File: config.mk
export PLATFORM = sky130hd
export DESIGN_NAME = irq_coalesce_ctrl
export DESIGN_NICKNAME = d
export VERILOG_FILES = /design/src/rtl/irqc_pkg.sv /design/src/rtl/irqc_regs.sv /design/src/rtl/irqc_counter.sv /design/src/rtl/irqc_req_ctrl.sv /design/src/rtl/irq_coalesce_ctrl.sv
export SDC_FILE = /design/constraint.sdc
export NUM_CORES = 1
export LEC_CHECK = 0
export BUFFER_PORTS_ARGS = -buffer_cell sky130_fd_sc_hd__clkbuf_2
export CORE_ASPECT_RATIO = 1.2
export CORE_MARGIN = 2
export CORE_UTILIZATION = 32
export DETAILED_ROUTE_END_ITERATION = 12
export GPL_ROUTABILITY_DRIVEN = 0
export GPL_TIMING_DRIVEN = 0
export HOLD_SLACK_MARGIN = 0.08
export PLACE_DENSITY_LB_ADDON = 0.1
export SKIP_CTS_REPAIR_TIMING = 1
export SLEW_MARGIN = 5
export SYNTH_ARGS = -nofsm -noshare
export SYNTH_HDL_FRONTEND = slang
export SYNTH_SLANG_ARGS = --single-unit
File: constraint.sdc
create_clock -name clk -period 5.2 [get_ports clk]
set_input_delay 0.52 -clock clk [delete_from_list [all_inputs] [get_ports clk]]
set_output_delay 0.52 -clock clk [all_outputs]
set_load 0.03 [all_outputs]
File: src/rtl/irqc_pkg.sv
package irqc_pkg;
   localparam int unsigned NUM_CH  = 2;
   localparam int unsigned CH_RX   = 0;
   localparam int unsigned CH_TX   = 1;
   localparam int unsigned NUM_MODE = 2;   // 0 normal, 1 masked
   localparam int unsigned ADDR_W  = 3;
   // threshold address = mode * NUM_CH + channel; mailbox follows them
   localparam logic [ADDR_W-1:0] A_MBOX = ADDR_W'(NUM_MODE * NUM_CH);
endpackage

File: src/rtl/irqc_regs.sv
module irqc_regs
   import irqc_pkg::*;
#(
   parameter int unsigned CNT_W  = 8,
   parameter int unsigned DATA_W = 32
) (
   input  logic                           clk,
   input  logic                           rst_n,
   input  logic                           we,
   input  logic [ADDR_W-1:0]              addr,
   input  logic [DATA_W-1:0]              wdata,
   output logic [NUM_CH-1:0][CNT_W-1:0]   thr_norm,
   output logic [NUM_CH-1:0][CNT_W-1:0]   thr_mask,
   output logic                           masked,
   output logic                           masked_nxt,
   output logic                           mbox_set
);
   if (CNT_W > DATA_W) begin : g_bad_width
      $error("irqc_regs: CNT_W must not exceed DATA_W");
   end

   logic mbox_wr;
   logic mbox_nz;

   assign mbox_wr    = we && (addr == A_MBOX);
   assign mbox_nz    = (wdata != '0);
   assign mbox_set   = mbox_wr && mbox_nz;
   assign masked_nxt = mbox_wr ? mbox_nz : masked;

   for (genvar m = 0; m < NUM_MODE; m++) begin : g_mode
      for (genvar c = 0; c < NUM_CH; c++) begin : g_ch
         localparam logic [ADDR_W-1:0] MY_ADDR = ADDR_W'(m * NUM_CH + c);
         logic [CNT_W-1:0] thr_q;

         always_ff @(posedge clk) begin
            if (!rst_n) begin
               thr_q <= '0;
            end else if (we && (addr == MY_ADDR)) begin
               thr_q <= wdata[CNT_W-1:0];
            end
         end

         if (m == 0) begin : g_n
            assign thr_norm[c] = thr_q;
         end else begin : g_m
            assign thr_mask[c] = thr_q;
         end
      end
   end

   always_ff @(posedge clk) begin
      if (!rst_n) begin
         masked <= 1'b0;
      end else begin
         masked <= masked_nxt;
      end
   end

   AST_MBOX_ENTER: assert property (@(posedge clk) disable iff (!rst_n)
      mbox_set |=> masked);
   AST_MBOX_LEAVE: assert property (@(posedge clk) disable iff (!rst_n)
      (mbox_wr && !mbox_nz) |=> !masked);
endmodule

File: src/rtl/irqc_counter.sv
module irqc_counter #(
   parameter int unsigned CNT_W    = 8,
   parameter bit          SATURATE = 1'b1
) (
   input  logic             clk,
   input  logic             rst_n,
   input  logic             inc,
   input  logic             clr,
   input  logic             masked,
   input  logic [CNT_W-1:0] thr_norm,
   input  logic [CNT_W-1:0] thr_mask,
   output logic [CNT_W-1:0] count,
   output logic             hit
);
   localparam logic [CNT_W-1:0] CNT_MAX = '1;

   logic [CNT_W-1:0] thr_sel;
   logic [CNT_W-1:0] cnt_up;

   if (CNT_W < 2) begin : g_bad_width
      $error("irqc_counter: CNT_W must be at least 2");
   end

   if (SATURATE) begin : g_sat
      assign cnt_up = (count == CNT_MAX) ? count : count + 1'b1;
   end else begin : g_wrap
      assign cnt_up = count + 1'b1;
   end

   assign thr_sel = masked ? thr_mask : thr_norm;
   assign hit     = (thr_sel != '0) && (count >= thr_sel);

   always_ff @(posedge clk) begin
      if (!rst_n) begin
         count <= '0;
      end else if (clr) begin
         count <= inc ? CNT_W'(1) : '0;
      end else if (inc) begin
         count <= cnt_up;
      end
   end

   AST_CNT_RESTART: assert property (@(posedge clk) disable iff (!rst_n)
      clr |=> (count <= CNT_W'(1)));
   AST_CNT_HOLD: assert property (@(posedge clk) disable iff (!rst_n)
      (!clr && !inc) |=> $stable(count));
endmodule

File: src/rtl/irqc_req_ctrl.sv
module irqc_req_ctrl (
   input  logic clk,
   input  logic rst_n,
   input  logic any_hit,
   input  logic masked,
   input  logic masked_nxt,
   input  logic mbox_set,
   input  logic stat_ack,
   output logic stat_req,
   output logic served,
   output logic irq
);
   assign served = stat_req && stat_ack;

   always_ff @(posedge clk) begin
      if (!rst_n) begin
         stat_req <= 1'b0;
      end else if (served) begin
         stat_req <= 1'b0;
      end else if (any_hit) begin
         stat_req <= 1'b1;
      end
   end

   always_ff @(posedge clk) begin
      if (!rst_n) begin
         irq <= 1'b0;
      end else if (mbox_set) begin
         irq <= 1'b0;
      end else if (served && !masked_nxt) begin
         irq <= 1'b1;
      end
   end

   AST_IRQ_MASKED: assert property (@(posedge clk) disable iff (!rst_n)
      masked |-> !irq);
   AST_IRQ_AFTER_ACK: assert property (@(posedge clk) disable iff (!rst_n)
      $rose(irq) |-> $past(stat_req && stat_ack));
   AST_REQ_HOLD: assert property (@(posedge clk) disable iff (!rst_n)
      (stat_req && !stat_ack) |=> stat_req);
   AST_REQ_DROP: assert property (@(posedge clk) disable iff (!rst_n)
      (stat_req && stat_ack) |=> !stat_req);
endmodule

File: src/rtl/irq_coalesce_ctrl.sv
module irq_coalesce_ctrl
   import irqc_pkg::*;
#(
   parameter int unsigned CNT_W    = 8,
   parameter int unsigned DATA_W   = 32,
   parameter bit          SATURATE = 1'b1
) (
   input  logic              clk,
   input  logic              rst_n,
   input  logic              rx_done,
   input  logic              tx_done,
   input  logic              cfg_we,
   input  logic [ADDR_W-1:0] cfg_addr,
   input  logic [DATA_W-1:0] cfg_wdata,
   output logic              stat_req,
   input  logic              stat_ack,
   output logic              irq_out
);
   logic [NUM_CH-1:0][CNT_W-1:0] thr_norm;
   logic [NUM_CH-1:0][CNT_W-1:0] thr_mask;
   logic [NUM_CH-1:0][CNT_W-1:0] count;
   logic [NUM_CH-1:0]            done_vec;
   logic [NUM_CH-1:0]            hit_vec;
   logic                         masked;
   logic                         masked_nxt;
   logic                         mbox_set;
   logic                         served;

   assign done_vec[CH_RX] = rx_done;
   assign done_vec[CH_TX] = tx_done;

   irqc_regs #(.CNT_W(CNT_W), .DATA_W(DATA_W)) u_regs (
      .clk       (clk),
      .rst_n     (rst_n),
      .we        (cfg_we),
      .addr      (cfg_addr),
      .wdata     (cfg_wdata),
      .thr_norm  (thr_norm),
      .thr_mask  (thr_mask),
      .masked    (masked),
      .masked_nxt(masked_nxt),
      .mbox_set  (mbox_set)
   );

   for (genvar c = 0; c < NUM_CH; c++) begin : g_cnt
      irqc_counter #(.CNT_W(CNT_W), .SATURATE(SATURATE)) u_cnt (
         .clk     (clk),
         .rst_n   (rst_n),
         .inc     (done_vec[c]),
         .clr     (served),
         .masked  (masked),
         .thr_norm(thr_norm[c]),
         .thr_mask(thr_mask[c]),
         .count   (count[c]),
         .hit     (hit_vec[c])
      );
   end

   irqc_req_ctrl u_req (
      .clk       (clk),
      .rst_n     (rst_n),
      .any_hit   (|hit_vec),
      .masked    (masked),
      .masked_nxt(masked_nxt),
      .mbox_set  (mbox_set),
      .stat_ack  (stat_ack),
      .stat_req  (stat_req),
      .served    (served),
      .irq       (irq_out)
   );

   AST_REQ_NEEDS_HIT: assert property (@(posedge clk) disable iff (!rst_n)
      $rose(stat_req) |-> $past(|hit_vec));
   AST_ACK_RESTARTS: assert property (@(posedge clk) disable iff (!rst_n)
      served |=> (count[CH_RX] <= CNT_W'(1)) && (count[CH_TX] <= CNT_W'(1)));
endmodule

# After elaboration in Yosys (flattened, before gate mapping)
# Index checks and enable logic that the tools add are counted.
# Widths: inputs -> output; s select.
dict set report word_totals {
  output_inout_bits 2
  in_bits 41
  wordCells 55
  register_bits 51
}
dict set report op_classes {
  bitwise_logic 1
  muxes 11
  n_addsub 2
  n_eq_ne 8
  order_cmp 2
  reduce_logical 22
}
# cell n
set op_table {}
lappend op_table {{$mux 8} 8}
lappend op_table {{$reduce_bool 32->1} 1}
lappend op_table {{$add 8x1->8 const B} 2}
lappend op_table {{$eq 8x8->1 const B} 2}
lappend op_table {{$ge 8x8->1} 2}
lappend op_table {{$reduce_bool 8->1} 2}
lappend op_table {{$logic_and 1x1->1} 10}
lappend op_table {{$eq 3x2->1 const B} 2}
lappend op_table {{$reduce_or 2->1} 3}
lappend op_table {{$ne 2x1->1 const B} 2}
lappend op_table {{$reduce_and 2->1} 2}
lappend op_table {{$reduce_bool 2->1} 2}
lappend op_table {{$eq 3x1->1 const B} 1}
lappend op_table {{$eq 3x3->1 const B} 1}
lappend op_table {{$logic_not 3->1} 1}
lappend op_table {{$mux 1} 3}
lappend op_table {{$logic_not 1->1} 1}
lappend op_table {{$not 1->1} 1}

# Longest topological paths before layout
dict set report logic_depth {
  depth_word 5
  mapped_depth 9
  ltp_nobuf 7
}

# Cells and area by module
# From an unflattened synthesis, not the netlist that was laid out.
dict set report hier_totals {
  cells_unflattened 308
  area_unflattened_um2 2819.0
}
# mod area_per_inst_um2 cells_each instances
set modules_own_cells {}
lappend modules_own_cells {irqc_regs 1383.8 142 1}
lappend modules_own_cells {irqc_counter 674.4 78 2}
lappend modules_own_cells {irqc_req_ctrl 80.1 9 1}
lappend modules_own_cells {irq_coalesce_ctrl 6.3 1 1}

# Least setup slack after synthesis
# No wires, ideal clock.
dict set report synth_timing {
  path_kind {flip-flop to flip-flop}
  startpoint {register u_regs.masked}
  endpoint {register u_req.stat_req}
  n_path_buf 2
  t_required_ns 5.068
  setup_time_ns 0.132
  path_stages_with_launch 9
  arrival_time_ns 1.962
  period_less_slack_ns 2.094
  path_slack_ns 3.106
  cell_sequence {dfxtp_1 -> buf_2 -> buf_2 -> mux2i_1 -> ha_1 -> a211oi_1 -> nor2_1 -> o41ai_1 -> a21oi_1}
}
dict set report synth_between {
  elab_chain_cells 4
  word_cells_on_any_way 9
}
# element line_no
set synth_rtl {}
lappend synth_rtl {{start: declaration} irqc_regs.sv:14} ;# output logic masked,
lappend synth_rtl {{start signal: assignment} irqc_regs.sv:55} ;# masked <= masked_nxt;
lappend synth_rtl {{$mux 8} irqc_counter.sv:30} ;# assign thr_sel = masked ? thr_mask : thr_norm;
lappend synth_rtl {{$ge 8x8->1 / $reduce_bool 8->1 (equally long branches)} irqc_counter.sv:31} ;# assign hit = (thr_sel != '0) && (count >= thr_sel);
lappend synth_rtl {{$logic_and 1x1->1} irqc_counter.sv:31}
lappend synth_rtl {{$reduce_or 2->1 *} irq_coalesce_ctrl.sv:62} ;# .any_hit (|hit_vec),
lappend synth_rtl {{end signal: assignment} irqc_req_ctrl.sv:17} ;# stat_req <= 1'b0;
lappend synth_rtl {{end signal: assignment} irqc_req_ctrl.sv:19} ;# stat_req <= 1'b0;
lappend synth_rtl {{end signal: assignment} irqc_req_ctrl.sv:21} ;# stat_req <= 1'b1;
lappend synth_rtl {{end: declaration} irqc_req_ctrl.sv:9} ;# output logic stat_req,
# Every way passes the cells marked *; elsewhere a longest branch is shown, timed or not.
# A chain may end at the register's enable or synchronous reset.

# Worst setup path after layout
# Ends and elaborated chain as after synthesis.

==> reports/results.tsv <==
metric	value	unit
Core ar.	8520	µm²
Final Power	752	µW
final HPWL from detailed placement	5520	µm
switching share of total power	28.0	%
Hold Path Class	reg2reg	
VDD IR max	0.0000961	V
DRT iter0 DRCs	58	
initial antenna violation count	0	
clk sinks	51	
syn_nets	398	
combinational power share	13.3	%
Cell Area, Synth	2780	µm²
reg2reg path depth	8	
reg2reg setup slack	2730	ps
DRT Pass-1 Iters	4	
leakage power	0.00118	µW
cells after synthesis	339	
drt drc	0	
total gr overflow	0	
die area	9460	µm²
GRT Resource Usage Total	16.1	%
hold depth	2	
crit-path max FO	10	
async set or reset register ratio after synthesis	0	%
Rel. slew slack	58.3	%
vias in the first global route	2386	
status	completed	
worst hold slack	484	ps
hold endpoint	u_regs.g_mode[1].g_ch[0].thr_q[5]$_SDFFE_PN0P_	
nets	446	
first-pass GRT wire length	12000	µm
crit share post-route	47.4	%
Yosys cell types	39	
final design utilization	37.8	%
fin crit period	2470	ps
list of most frequent post-synthesis cells	76 x nand2_1, 51 x dfxtp_1, 35 x a21boi_0	
Yosys top cell area share	36.7	%
final setup TNS	0	ps
WP data required	5370	ps
die span in x	89.1	µm
largest net degree at the start of global routing	17	
top-count cell post-synth	nand2_1	
Synthesis Warnings	0	
Antenna Nets Post-Route	0	
Clk Latency, worst-skew pair	310	ps
hold path startpoint	u_regs.g_mode[1].g_ch[0].thr_q[5]$_SDFFE_PN0P_	
Synth Area per Inst	8.21	µm²
Worst Max-Slew Pin Slew	622	ps
clk buf depth	2	
CTS tree	done	
I/O Buffers	41	
top_reg_cell synth	dfxtp_1	
f_max	0.405	GHz
die height	106	µm
number of flops mapped to enable cells by yosys	0	
I/O Pins	43	
Max Cap Violations	0	
Layout Area Growth over Synthesis	15.8	%
register area	1020	µm²
Synth area leaders	dfxtp_1 37%, nand2_1 10%, a21boi_0 9.4%	
layout cell share with drive strength beyond 1	14.9	%
filler instances	984	
clock root cell	clkbuf_8	
via density per instance	4.98	
worst r2r dst	u_req.stat_req$_SDFFE_PP0P_	
Cells after DPL	497	
FF+latch count, synth	51	
sequential share of power	55.1	%
Final Hold Vio Count	0	
FF-to-FF Start	u_regs.masked$_SDFF_PN0_	
Power Density	233	nW/µm²
Non-Filler Instances	505	
Crit path arrival time	2640	ps
critical path launch point type	flip-flop	
# diodes	0	
worst setup path category	reg2reg	
Worst-path clk slew	100	ps
TritonCTS Buffers	5	
RSZ-0062 raised after global routing	false	
WL final	7220	µm
sequential-to-total area share from yosys stat	36.7	%
post-synth top area cell	dfxtp_1	
H-tree levels	2	
clk_skew	10.6	ps
max-slew violation count	0	
CP endpoint kind	flip-flop	
Initial Utilization	32.7	%
Clock Power Share	31.6	%
Int Power	542	µW
via count	2517	
FP Rows	37	
area of the multi-input gates	1690	µm²
Setup Viol. Count Final	0	
Net Sw Power	211	µW
drt wl/cell	14.3	µm
==> worst max-delay path, stage by stage, from the launching register on <==
cell and delay [ps]:
dfxtp_1 470, buf_2 320, buf_2 340, mux2i_1 250, ha_1 270, a211oi_1 200, nor2_1 80, o41ai_1 300
a21oi_1 100
==> cells in the final DEF, fill, tap and decap left out, types with 6 or more instances in the layout <==
master / n
nand2_1: 76
dfxtp_1: 51
nand4_1: 6
nor4_1: 13
clkbuf_1: 9
clkbuf_2: 41
a31oi_1: 6
mux2i_1: 16
o21ai_0: 7
nand3_1: 11
nor2_1: 22
a21boi_0: 35
a21oi_1: 11
nor3_1: 10
ha_1: 18
==> final cells by class <==
cell class | count | area share [%]
sequential | 51 | 31.7
timing repair buffer | 41 | 6.37
buffer | 13 | 1.71
inverter | 4 | 0.466
multi-input combinational | 271 | 52.5
clock buffer | 6 | 2.25
clock inverter | 2 | 0.505
tap | 117 | 4.54
==> metrics by stage <==
| stage | setup WS (ps) | cell area [µm²] |
|---|---|---|
| 5_1_grt | 2500 | 3220 |
| 3_3_place_gp | 2690 | 3130 |
| 2_1_floorplan | 3110 | 2780 |
| 6_report | 2730 | 3220 |
| 3_5_place_dp | 2690 | 3130 |
| 4_1_cts | 2690 | 3220 |
==> how the worst max path moves through the flow <==
stage,start,to,slack (ps)
final,u_regs.masked$_SDFF_PN0_,u_req.stat_req$_SDFFE_PP0P_,2730
after global routing,u_regs.masked$_SDFF_PN0_,u_req.stat_req$_SDFFE_PP0P_,2500
after detailed placement,u_regs.masked$_SDFF_PN0_,u_req.stat_req$_SDFFE_PP0P_,2690
after floorplan,u_regs.masked$_SDFF_PN0_,u_req.stat_req$_SDFFE_PP0P_,3110
after CTS,u_regs.masked$_SDFF_PN0_,u_req.stat_req$_SDFFE_PP0P_,2690
after global placement,u_regs.masked$_SDFF_PN0_,u_req.stat_req$_SDFFE_PP0P_,2690
==> flip-flops by register name, indices dropped and copies added (netlist names) <==
signal / cells
u_req.stat_req: 1
u_req.irq: 1
u_regs.masked: 1
u_regs.g_mode.g_ch.thr_q: 32
g_cnt.u_cnt.count: 16
==> power groups by stage <==
stage	registers [µW]	clock network, µW	logic [µW]
floorplan	424	0	55.8
global placement	423	0	101
detailed placement	424	0	102
CTS	415	248	102
global route	416	266	114
finish	415	238	99.9
==> metal layers <==
metal / global-route usage [%] / wire [µm] / vias to the layer above
li1: - / - / 1315
met1: 23.3 / 3660 / 1138
met2: 25.4 / 3210 / 57
met3: 2.41 / 290 / 7
met4: 2.88 / 63 / 0
met5: 0 / 0 / -
==> kinds of logic after synthesis <==
group	after synthesis	share of synthesized area, %
compound gates	72	17.9
xor+xnor	4	1.26
fa+ha+maj	18	8.09
buf+inv	17	2.52
flops	51	36.7
mux	18	6.56
simple gates	159	27.0
Power figures use the tool's default switching activity.
